File: src/rtl/srb_pkg.sv
package srb_pkg;
   localparam int SEL_W     = 4;
   localparam int BANK_REGS = 8;   // A F B C D E H L
   localparam int BANK_EXTS = 3;   // upper bytes of BC DE HL
   localparam int IDX_REGS  = 2;   // IX IY
   localparam int BANKS     = 2;

   localparam logic [SEL_W-1:0] BYTE_IDX_BASE = 4'd8;
   localparam logic [SEL_W-1:0] BYTE_LAST     = 4'd11;
   localparam logic [SEL_W-1:0] PAIR_AF       = 4'd0;
   localparam logic [SEL_W-1:0] PAIR_IDX_BASE = 4'd4;
   localparam logic [SEL_W-1:0] PAIR_LAST     = 4'd5;
endpackage

File: src/rtl/srb_regstore.sv
module srb_regstore #(
   parameter int BYTE_W = 8,
   parameter int NREG   = 8,
   parameter int NEXT   = 3
) (
   input  logic                        clk,
   input  logic                        rst_n,
   input  logic [NREG-1:0]             byte_we,
   input  logic [NREG-1:0][BYTE_W-1:0] byte_wd,
   input  logic [NEXT-1:0]             ext_we,
   input  logic [BYTE_W-1:0]           ext_wd,
   output logic [NREG-1:0][BYTE_W-1:0] byte_q,
   output logic [NEXT-1:0][BYTE_W-1:0] ext_q
);
   if (BYTE_W < 2) begin : g_bad_width
      $error("srb_regstore: BYTE_W must be at least 2");
   end

   for (genvar i = 0; i < NREG; i++) begin : g_byte
      always_ff @(posedge clk or negedge rst_n) begin
         if (!rst_n)          byte_q[i] <= '0;
         else if (byte_we[i]) byte_q[i] <= byte_wd[i];
      end
   end

   for (genvar j = 0; j < NEXT; j++) begin : g_ext
      always_ff @(posedge clk or negedge rst_n) begin
         if (!rst_n)         ext_q[j] <= '0;
         else if (ext_we[j]) ext_q[j] <= ext_wd;
      end
   end
endmodule

File: src/rtl/srb_wrdecode.sv
module srb_wrdecode
   import srb_pkg::*;
#(
   parameter int BYTE_W = 8
) (
   input  logic                                   wr_en,
   input  logic                                   wr_is_pair,
   input  logic [SEL_W-1:0]                       wr_sel,
   input  logic [3*BYTE_W-1:0]                    wr_data,
   input  logic                                   wide_mode,
   input  logic                                   af_sel,
   input  logic                                   main_sel,
   output logic [BANKS-1:0][BANK_REGS-1:0]        bank_byte_we,
   output logic [BANK_REGS-1:0][BYTE_W-1:0]       bank_byte_wd,
   output logic [BANKS-1:0][BANK_EXTS-1:0]        bank_ext_we,
   output logic [IDX_REGS-1:0][1:0]               idx_byte_we,
   output logic [1:0][BYTE_W-1:0]                 idx_byte_wd,
   output logic [IDX_REGS-1:0]                    idx_ext_we,
   output logic [BYTE_W-1:0]                      ext_wd
);
   logic [BYTE_W-1:0] lo_byte, hi_byte, up_byte;
   logic              byte_wr, pair_wr;

   assign lo_byte = wr_data[BYTE_W-1:0];
   assign hi_byte = wr_data[2*BYTE_W-1:BYTE_W];
   assign up_byte = wr_data[3*BYTE_W-1:2*BYTE_W];
   assign byte_wr = wr_en && !wr_is_pair;
   assign pair_wr = wr_en &&  wr_is_pair;
   assign ext_wd  = up_byte;

   // banked bytes: pair p covers byte codes 2p (high) and 2p+1 (low)
   for (genvar i = 0; i < BANK_REGS; i++) begin : g_bank_byte
      logic hit, owner;
      assign hit   = (byte_wr && wr_sel == SEL_W'(i)) ||
                     (pair_wr && wr_sel == SEL_W'(i / 2));
      assign owner = (i < 2) ? af_sel : main_sel;
      assign bank_byte_wd[i] = (wr_is_pair && (i % 2 == 0)) ? hi_byte : lo_byte;
      for (genvar b = 0; b < BANKS; b++) begin : g_bank
         assign bank_byte_we[b][i] = hit && (owner == 1'(b));
      end
   end

   for (genvar j = 0; j < BANK_EXTS; j++) begin : g_bank_ext
      logic hit;
      assign hit = pair_wr && wide_mode && wr_sel == SEL_W'(j + 1);
      for (genvar b = 0; b < BANKS; b++) begin : g_bank
         assign bank_ext_we[b][j] = hit && (main_sel == 1'(b));
      end
   end

   // index registers: halves 0 = low, 1 = high
   assign idx_byte_wd[0] = lo_byte;
   assign idx_byte_wd[1] = wr_is_pair ? hi_byte : lo_byte;

   for (genvar k = 0; k < IDX_REGS; k++) begin : g_idx
      logic pair_hit;
      assign pair_hit = pair_wr && wr_sel == (PAIR_IDX_BASE + SEL_W'(k));
      for (genvar h = 0; h < 2; h++) begin : g_half
         assign idx_byte_we[k][h] = pair_hit ||
            (byte_wr && wr_sel == (BYTE_IDX_BASE + SEL_W'(2 * k + h)));
      end
      assign idx_ext_we[k] = pair_hit && wide_mode;
   end
endmodule

File: src/rtl/srb_rdmux.sv
module srb_rdmux
   import srb_pkg::*;
#(
   parameter int BYTE_W = 8
) (
   input  logic [BANKS-1:0][BANK_REGS-1:0][BYTE_W-1:0] bank_byte,
   input  logic [BANKS-1:0][BANK_EXTS-1:0][BYTE_W-1:0] bank_ext,
   input  logic [IDX_REGS-1:0][1:0][BYTE_W-1:0]        idx_byte,
   input  logic [IDX_REGS-1:0][BYTE_W-1:0]             idx_ext,
   input  logic                                        af_sel,
   input  logic                                        main_sel,
   input  logic                                        wide_mode,
   input  logic [SEL_W-1:0]                            rd_byte_sel,
   output logic [BYTE_W-1:0]                           rd_byte_data,
   input  logic [SEL_W-1:0]                            rd_pair_sel,
   output logic [3*BYTE_W-1:0]                         rd_pair_data
);
   logic [BANK_REGS-1:0][BYTE_W-1:0] act_byte;
   logic [BANK_EXTS-1:0][BYTE_W-1:0] act_ext;

   for (genvar i = 0; i < BANK_REGS; i++) begin : g_act
      if (i < 2) begin : g_af
         assign act_byte[i] = bank_byte[af_sel][i];
      end else begin : g_main
         assign act_byte[i] = bank_byte[main_sel][i];
      end
   end
   assign act_ext = bank_ext[main_sel];

   always_comb begin
      rd_byte_data = '0;
      if (rd_byte_sel < BYTE_IDX_BASE)
         rd_byte_data = act_byte[rd_byte_sel[2:0]];
      else if (rd_byte_sel <= BYTE_LAST)
         rd_byte_data = idx_byte[rd_byte_sel[1]][rd_byte_sel[0]];
   end

   always_comb begin
      rd_pair_data = '0;
      if (rd_pair_sel < PAIR_IDX_BASE) begin
         rd_pair_data[2*BYTE_W-1:BYTE_W] = act_byte[{rd_pair_sel[1:0], 1'b0}];
         rd_pair_data[BYTE_W-1:0]        = act_byte[{rd_pair_sel[1:0], 1'b1}];
         if (wide_mode && rd_pair_sel != PAIR_AF)
            rd_pair_data[3*BYTE_W-1:2*BYTE_W] = act_ext[rd_pair_sel[1:0] - 2'd1];
      end else if (rd_pair_sel <= PAIR_LAST) begin
         rd_pair_data[2*BYTE_W-1:BYTE_W] = idx_byte[rd_pair_sel[0]][1];
         rd_pair_data[BYTE_W-1:0]        = idx_byte[rd_pair_sel[0]][0];
         if (wide_mode)
            rd_pair_data[3*BYTE_W-1:2*BYTE_W] = idx_ext[rd_pair_sel[0]];
      end
   end
endmodule

File: src/rtl/shadow_regbank.sv
module shadow_regbank
   import srb_pkg::*;
#(
   parameter int BYTE_W = 8
) (
   input  logic                clk,
   input  logic                rst_n,
   input  logic                wide_mode,
   input  logic                wr_en,
   input  logic                wr_is_pair,
   input  logic [SEL_W-1:0]    wr_sel,
   input  logic [3*BYTE_W-1:0] wr_data,
   input  logic                swap_af,
   input  logic                swap_main,
   input  logic [SEL_W-1:0]    rd_byte_sel,
   output logic [BYTE_W-1:0]   rd_byte_data,
   input  logic [SEL_W-1:0]    rd_pair_sel,
   output logic [3*BYTE_W-1:0] rd_pair_data
);
   localparam int PAIR_W = 3 * BYTE_W;

   if (BYTE_W < 2 || BYTE_W > 32) begin : g_bad_width
      $error("shadow_regbank: BYTE_W out of range");
   end
   if (PAIR_W != 3 * BYTE_W) begin : g_bad_pair
      $error("shadow_regbank: pair width mismatch");
   end

   logic af_sel_q, main_sel_q;

   logic [BANKS-1:0][BANK_REGS-1:0]              bank_byte_we;
   logic [BANK_REGS-1:0][BYTE_W-1:0]             bank_byte_wd;
   logic [BANKS-1:0][BANK_EXTS-1:0]              bank_ext_we;
   logic [BANKS-1:0][BANK_REGS-1:0][BYTE_W-1:0]  bank_byte;
   logic [BANKS-1:0][BANK_EXTS-1:0][BYTE_W-1:0]  bank_ext;
   logic [IDX_REGS-1:0][1:0]                     idx_byte_we;
   logic [1:0][BYTE_W-1:0]                       idx_byte_wd;
   logic [IDX_REGS-1:0]                          idx_ext_we;
   logic [IDX_REGS-1:0][1:0][BYTE_W-1:0]         idx_byte;
   logic [IDX_REGS-1:0][BYTE_W-1:0]              idx_ext;
   logic [BYTE_W-1:0]                            ext_wd;

   // bank pointers: a swap only flips the pointer of its group
   always_ff @(posedge clk or negedge rst_n) begin
      if (!rst_n) begin
         af_sel_q   <= 1'b0;
         main_sel_q <= 1'b0;
      end else begin
         if (swap_af)   af_sel_q   <= ~af_sel_q;
         if (swap_main) main_sel_q <= ~main_sel_q;
      end
   end

   srb_wrdecode #(.BYTE_W(BYTE_W)) u_dec (
      .wr_en        (wr_en),
      .wr_is_pair   (wr_is_pair),
      .wr_sel       (wr_sel),
      .wr_data      (wr_data),
      .wide_mode    (wide_mode),
      .af_sel       (af_sel_q),
      .main_sel     (main_sel_q),
      .bank_byte_we (bank_byte_we),
      .bank_byte_wd (bank_byte_wd),
      .bank_ext_we  (bank_ext_we),
      .idx_byte_we  (idx_byte_we),
      .idx_byte_wd  (idx_byte_wd),
      .idx_ext_we   (idx_ext_we),
      .ext_wd       (ext_wd)
   );

   for (genvar b = 0; b < BANKS; b++) begin : g_bank
      srb_regstore #(.BYTE_W(BYTE_W), .NREG(BANK_REGS), .NEXT(BANK_EXTS)) u_store (
         .clk     (clk),
         .rst_n   (rst_n),
         .byte_we (bank_byte_we[b]),
         .byte_wd (bank_byte_wd),
         .ext_we  (bank_ext_we[b]),
         .ext_wd  (ext_wd),
         .byte_q  (bank_byte[b]),
         .ext_q   (bank_ext[b])
      );
   end

   for (genvar k = 0; k < IDX_REGS; k++) begin : g_idx
      logic [0:0][BYTE_W-1:0] ext_one;
      srb_regstore #(.BYTE_W(BYTE_W), .NREG(2), .NEXT(1)) u_store (
         .clk     (clk),
         .rst_n   (rst_n),
         .byte_we (idx_byte_we[k]),
         .byte_wd (idx_byte_wd),
         .ext_we  (idx_ext_we[k]),
         .ext_wd  (ext_wd),
         .byte_q  (idx_byte[k]),
         .ext_q   (ext_one)
      );
      assign idx_ext[k] = ext_one[0];
   end

   srb_rdmux #(.BYTE_W(BYTE_W)) u_rd (
      .bank_byte    (bank_byte),
      .bank_ext     (bank_ext),
      .idx_byte     (idx_byte),
      .idx_ext      (idx_ext),
      .af_sel       (af_sel_q),
      .main_sel     (main_sel_q),
      .wide_mode    (wide_mode),
      .rd_byte_sel  (rd_byte_sel),
      .rd_byte_data (rd_byte_data),
      .rd_pair_sel  (rd_pair_sel),
      .rd_pair_data (rd_pair_data)
   );
endmodule

File: config.mk
export PLATFORM = sky130hd
export DESIGN_NAME = shadow_regbank
export DESIGN_NICKNAME = d
export VERILOG_FILES = /design/src/rtl/srb_pkg.sv /design/src/rtl/srb_regstore.sv /design/src/rtl/srb_wrdecode.sv /design/src/rtl/srb_rdmux.sv /design/src/rtl/shadow_regbank.sv
export SDC_FILE = /design/constraint.sdc
export NUM_CORES = 1
export LEC_CHECK = 0
export BUFFER_PORTS_ARGS = -buffer_cell sky130_fd_sc_hd__buf_2
export CAP_MARGIN = 10
export CORE_ASPECT_RATIO = 1.2
export CORE_MARGIN = 1.5
export CORE_UTILIZATION = 42
export CTS_BUF_LIST = sky130_fd_sc_hd__clkbuf_8
export DETAILED_ROUTE_END_ITERATION = 10
export PLACE_DENSITY = 0.57
export SLEW_MARGIN = 10
export SYNTH_ARGS = -nofsm -noshare
export SYNTH_HDL_FRONTEND = slang
export SYNTH_SLANG_ARGS = --single-unit
File: constraint.sdc
create_clock -name clk -period 2 [get_ports clk]
set_input_delay 0 -clock clk [delete_from_list [all_inputs] [get_ports clk]]
set_output_delay 0 -clock clk [all_outputs]
set_load 0.01 [all_outputs]
==> reports/metrics.yaml <==
avgSynthCellArea_um2: 12.7
drv_slew: 0
setup_repair_after_global_routing_missed_its_margin: "true"
share_clk_of_total_power_pct: 21.3
violations_in_the_final_reports: "negative hold slack, negative setup slack"
placed_cells_incl_taps: 1417
globalRouteOverflowTotal: 0
worstSetupStartpointType: "flip-flop"
timing.final.crit_share_pct: 120
worst_ir_drop_vdd_mv: 0.601
ys_types: 57
post-synth-top-count-cell: "sky130_fd_sc_hd__dfrtp_1"
cap_violations: 0
synthesized_area_fraction_occupied_by_ao_oa_aoi_and_oai_cells_pct: 7.68
pre_cts_slack_ns: -0.00654
vias: 8437
synth-edff-count: 0
post_synth_mux_area_share_pct: 32.3
worst-setup-path-type: "flip-flop to output port"
clk_pin_slew_ns: 0.07
drive_gt1_share_pct: 44.1
drc: 0
root_buffer: "sky130_fd_sc_hd__clkbuf_8"
critical-path-slowest-cell: "sky130_fd_sc_hd__dfrtp_4"
crit_required_ns: 2.00
grtUsageTotal_pct: 24.5
synthXorXnorAreaFrac_pct: 0.367
floorplan.die_area_um2: 29400
finalHoldWorstSlack_ns: -0.00276
skew_final_ns: 0.00991
critical_path.cell_chain: "buf_12 > buf_12 > mux2i_2 > mux4_2 > o22ai_2 > buf_6 > buf_6"
synth_cells: 942
io_pins: 75
synth.yosys.seq_area_share_pct: 47.4
synth_simple_gate_area_share_pct: 8.62
layout.core_utilization_pct: 53.4
vias_per_cell: 5.54
timing.critical_path.arrival_ns: 2.40
io_buffer_count: 74
tritoncts: "yes"
grt_pass1_wl_um: 53600
synth_top_cell_by_area: "sky130_fd_sc_hd__dfrtp_1"
synth.cell_area_um2: 11900
async_reset_ff_share_pct: 100
antenna_left: 0
synth-warning-count: 0
layout.nets: 1166
num_antenna_cells: 0
finalCriticalPeriod_ns: 2.40
p_sw_uw: 6370
layout-area-overhead-vs-synth_pct: 24.9
fp-row-count: 67
maxClockFrequency_ghz: 0.417
dominant_combinational_cell_family_by_area_after_synthesis: "multiplexers"
cts_bufs_inserted: 40
cts.path.max_buffers: 3
tns_ns: -10.11
critical_path_peak_fanout: 7
antenna_found_initial: 0
hold_viol: 5
setup_viol_count_final: 32
share_seq_of_total_power_pct: 39.3
chipHeight_um: 188
class_of_the_most_critical_hold_timing_path: "input port to asynchronous set/reset pin"
wl_per_cell_um: 23.1
synth.top_cells.by_area: "sky130_fd_sc_hd__dfrtp_1 (47%), sky130_fd_sc_hd__mux2_2 (14%), sky130_fd_sc_hd__mux2i_1 (9.9%)"
pwr_density_cell_nw_per_um2: 1260
synthFlopType: "sky130_fd_sc_hd__dfrtp_1"
stdcell_count: 1523
core_area_um2: 27900
initial_core_util_pct: 42.7
synth-adder-area-share_pct: 0.210
detailedRoute.firstPassIterationCount: 4
drtIter0Drc: 383
grt_start_max_net_pins: 63
outcome: "finished, violations left"
postSynthNetCount: 987
timing.critical_path.to_type: "output port"
total_leakage_power_uw: 0.00683
gpl.final_weighted_congestion: 0.920
setup_slack_ns: -0.398
synth_largest_type_area_fraction_pct: 47.4
h-tree-depth: 2
wl_um: 35100
most_frequent_cells_after_synthesis: "sky130_fd_sc_hd__dfrtp_1 (226), sky130_fd_sc_hd__mux2_2 (144), sky130_fd_sc_hd__mux2i_1 (118), sky130_fd_sc_hd__nand2_1 (59), sky130_fd_sc_hd__nor2_1 (45)"
detailedPlacementHpwl_um: 24700
max-slew-margin-rel_pct: 50.3
cp_slowest_stage_delay_ns: 0.51
synth-seq-cells: 226
tightestPinTransition_ns: 0.745
chipWidth_um: 157
power.combinational.fraction_pct: 39.4
grt_pass1_vias: 8669
clock_insertion_delay_worst_skew_ns: 0.54
netSwitchingFraction_pct: 34.1
clock_sink_count: 226
cellInternalPower_uw: 12300
-- cells by family (layout without fill, tap and decap cells) --
group | after synthesis | count (layout)
multiplexers | 312 | 312
flip-flops | 226 | 226
AND/OR/NAND/NOR | 183 | 183
AO/OA/AOI/OAI | 146 | 146
buffers and inverters | 68 | 270
XOR/XNOR | 5 | 5
adder cells (fa/ha/maj) | 2 | 2
-- area by class of cell --
type,count,area (um^2)
Clock buffer,47,647
Inverter,4,15.0
Sequential cell,226,5660
Timing Repair Buffer,201,1770
Tap cell,379,474
Clock inverter,18,75.1
Fill cell,2449,13000
Multi-Input combinational cell,648,6250
-- registers in the layout, indices dropped and copies added (netlist names) --
register               count
g_bank.u_store.ext_q      48
g_idx.u_store.byte_q      32
g_idx.u_store.ext_q       16
af_sel_q                   1
g_bank.u_store.byte_q    128
main_sel_q                 1
-- cell usage in the layout (no fill, tap or decap), types with 5 or more instances in the layout --
master / netlist / routed
sky130_fd_sc_hd__mux4_2: 41 / 41
sky130_fd_sc_hd__and2_1: 6 / 5
sky130_fd_sc_hd__buf_12: 0 / 20
sky130_fd_sc_hd__inv_1: 3 / 19
sky130_fd_sc_hd__nand3_2: 1 / 7
sky130_fd_sc_hd__nand2_1: 59 / 58
sky130_fd_sc_hd__nand3_1: 13 / 5
sky130_fd_sc_hd__dlygate4sd3_1: 0 / 27
sky130_fd_sc_hd__mux2i_1: 118 / 106
sky130_fd_sc_hd__mux2i_2: 0 / 10
sky130_fd_sc_hd__buf_6: 7 / 18
sky130_fd_sc_hd__nor2_2: 6 / 5
sky130_fd_sc_hd__o21ai_0: 40 / 40
sky130_fd_sc_hd__nand4_1: 6 / 6
sky130_fd_sc_hd__nor2_1: 45 / 45
sky130_fd_sc_hd__o22ai_4: 0 / 6
sky130_fd_sc_hd__a22oi_2: 0 / 18
sky130_fd_sc_hd__buf_2: 14 / 58
sky130_fd_sc_hd__clkbuf_8: 1 / 47
sky130_fd_sc_hd__mux2_4: 8 / 9
sky130_fd_sc_hd__a21oi_1: 41 / 41
sky130_fd_sc_hd__a22oi_1: 23 / 5
sky130_fd_sc_hd__buf_4: 15 / 76
sky130_fd_sc_hd__o22ai_2: 0 / 9
sky130_fd_sc_hd__mux2_2: 144 / 143
sky130_fd_sc_hd__nor2b_1: 11 / 10
sky130_fd_sc_hd__dfrtp_1: 226 / 224
sky130_fd_sc_hd__o22ai_1: 27 / 12
-- power by group through the flow --
| stage | combinational (uW) | clock [uW] | sequential [uW] |
|---|---|---|---|
| after global routing | 7870 | 4280 | 7560 |
| after global placement | 6090 | 0 | 7450 |
| final | 7370 | 3980 | 7350 |
| after floorplan | 4270 | 0 | 6910 |
| after CTS | 7090 | 4090 | 7330 |
| after detailed placement | 6190 | 0 | 7470 |
-- critical path: cells and delay by family, from the launching register on --
family / cells / cell delay, ns
multiplexers: 2 / 0.65
buffers and inverters: 4 / 0.52
AO/OA/AOI/OAI: 1 / 0.17
flip-flops: 1 / 0.51
-- routing by layer --
metal  vias up  track usage, %  wire [um]
li1       3862               -          -
met1      4306            30.7      14500
met2       193            43.4      18100
met3        76            2.80       1080
met4         0            8.50       1340
met5         -               0          0
-- final timing paths --
| kind | startpoint | to | slack, ns | cells past startpoint |
|---|---|---|---|---|
| worst max-delay path | main_sel_q | rd_pair_data[11] | -0.40 | 7 |
| worst min-delay path | rst_n | g_bank[0].u_store.byte_q[17] | -0.003 | 2 |
| worst max register to register | main_sel_q | g_bank[0].u_store.byte_q[59] | 0.04 | 6 |
| worst min register to register | g_bank[1].u_store.byte_q[1] | g_bank[1].u_store.byte_q[1] | 0.48 | 2 |
| max in group asynchronous | rst_n | g_bank[1].u_store.byte_q[1] | 1.26 | 3 |
| min in group clk | wr_sel[0] | g_bank[1].u_store.ext_q[20] | 0.04 | 3 |
-- stage by stage --
stage | power, uW | cell area [um^2]
after floorplan | 11200 | 11900
after global placement | 13500 | 13200
after detailed placement | 13700 | 13200
after CTS | 18500 | 14700
after global routing | 19700 | 14900
final | 18700 | 14900
-- timing repair --
| action | CTS | global route |
|---|---|---|
| cloned | 0 | 1 |
| hold buffers | 27 | 0 |
| endpoints found under the setup margin | 32 | 48 |
| resized for setup | 73 | 32 |
| pin swaps | 7 | 19 |
| endpoints found under the hold margin | 442 | 0 |
| buffers inserted | 11 | 2 |
Note: power is estimated with default switching activity, not from simulation.
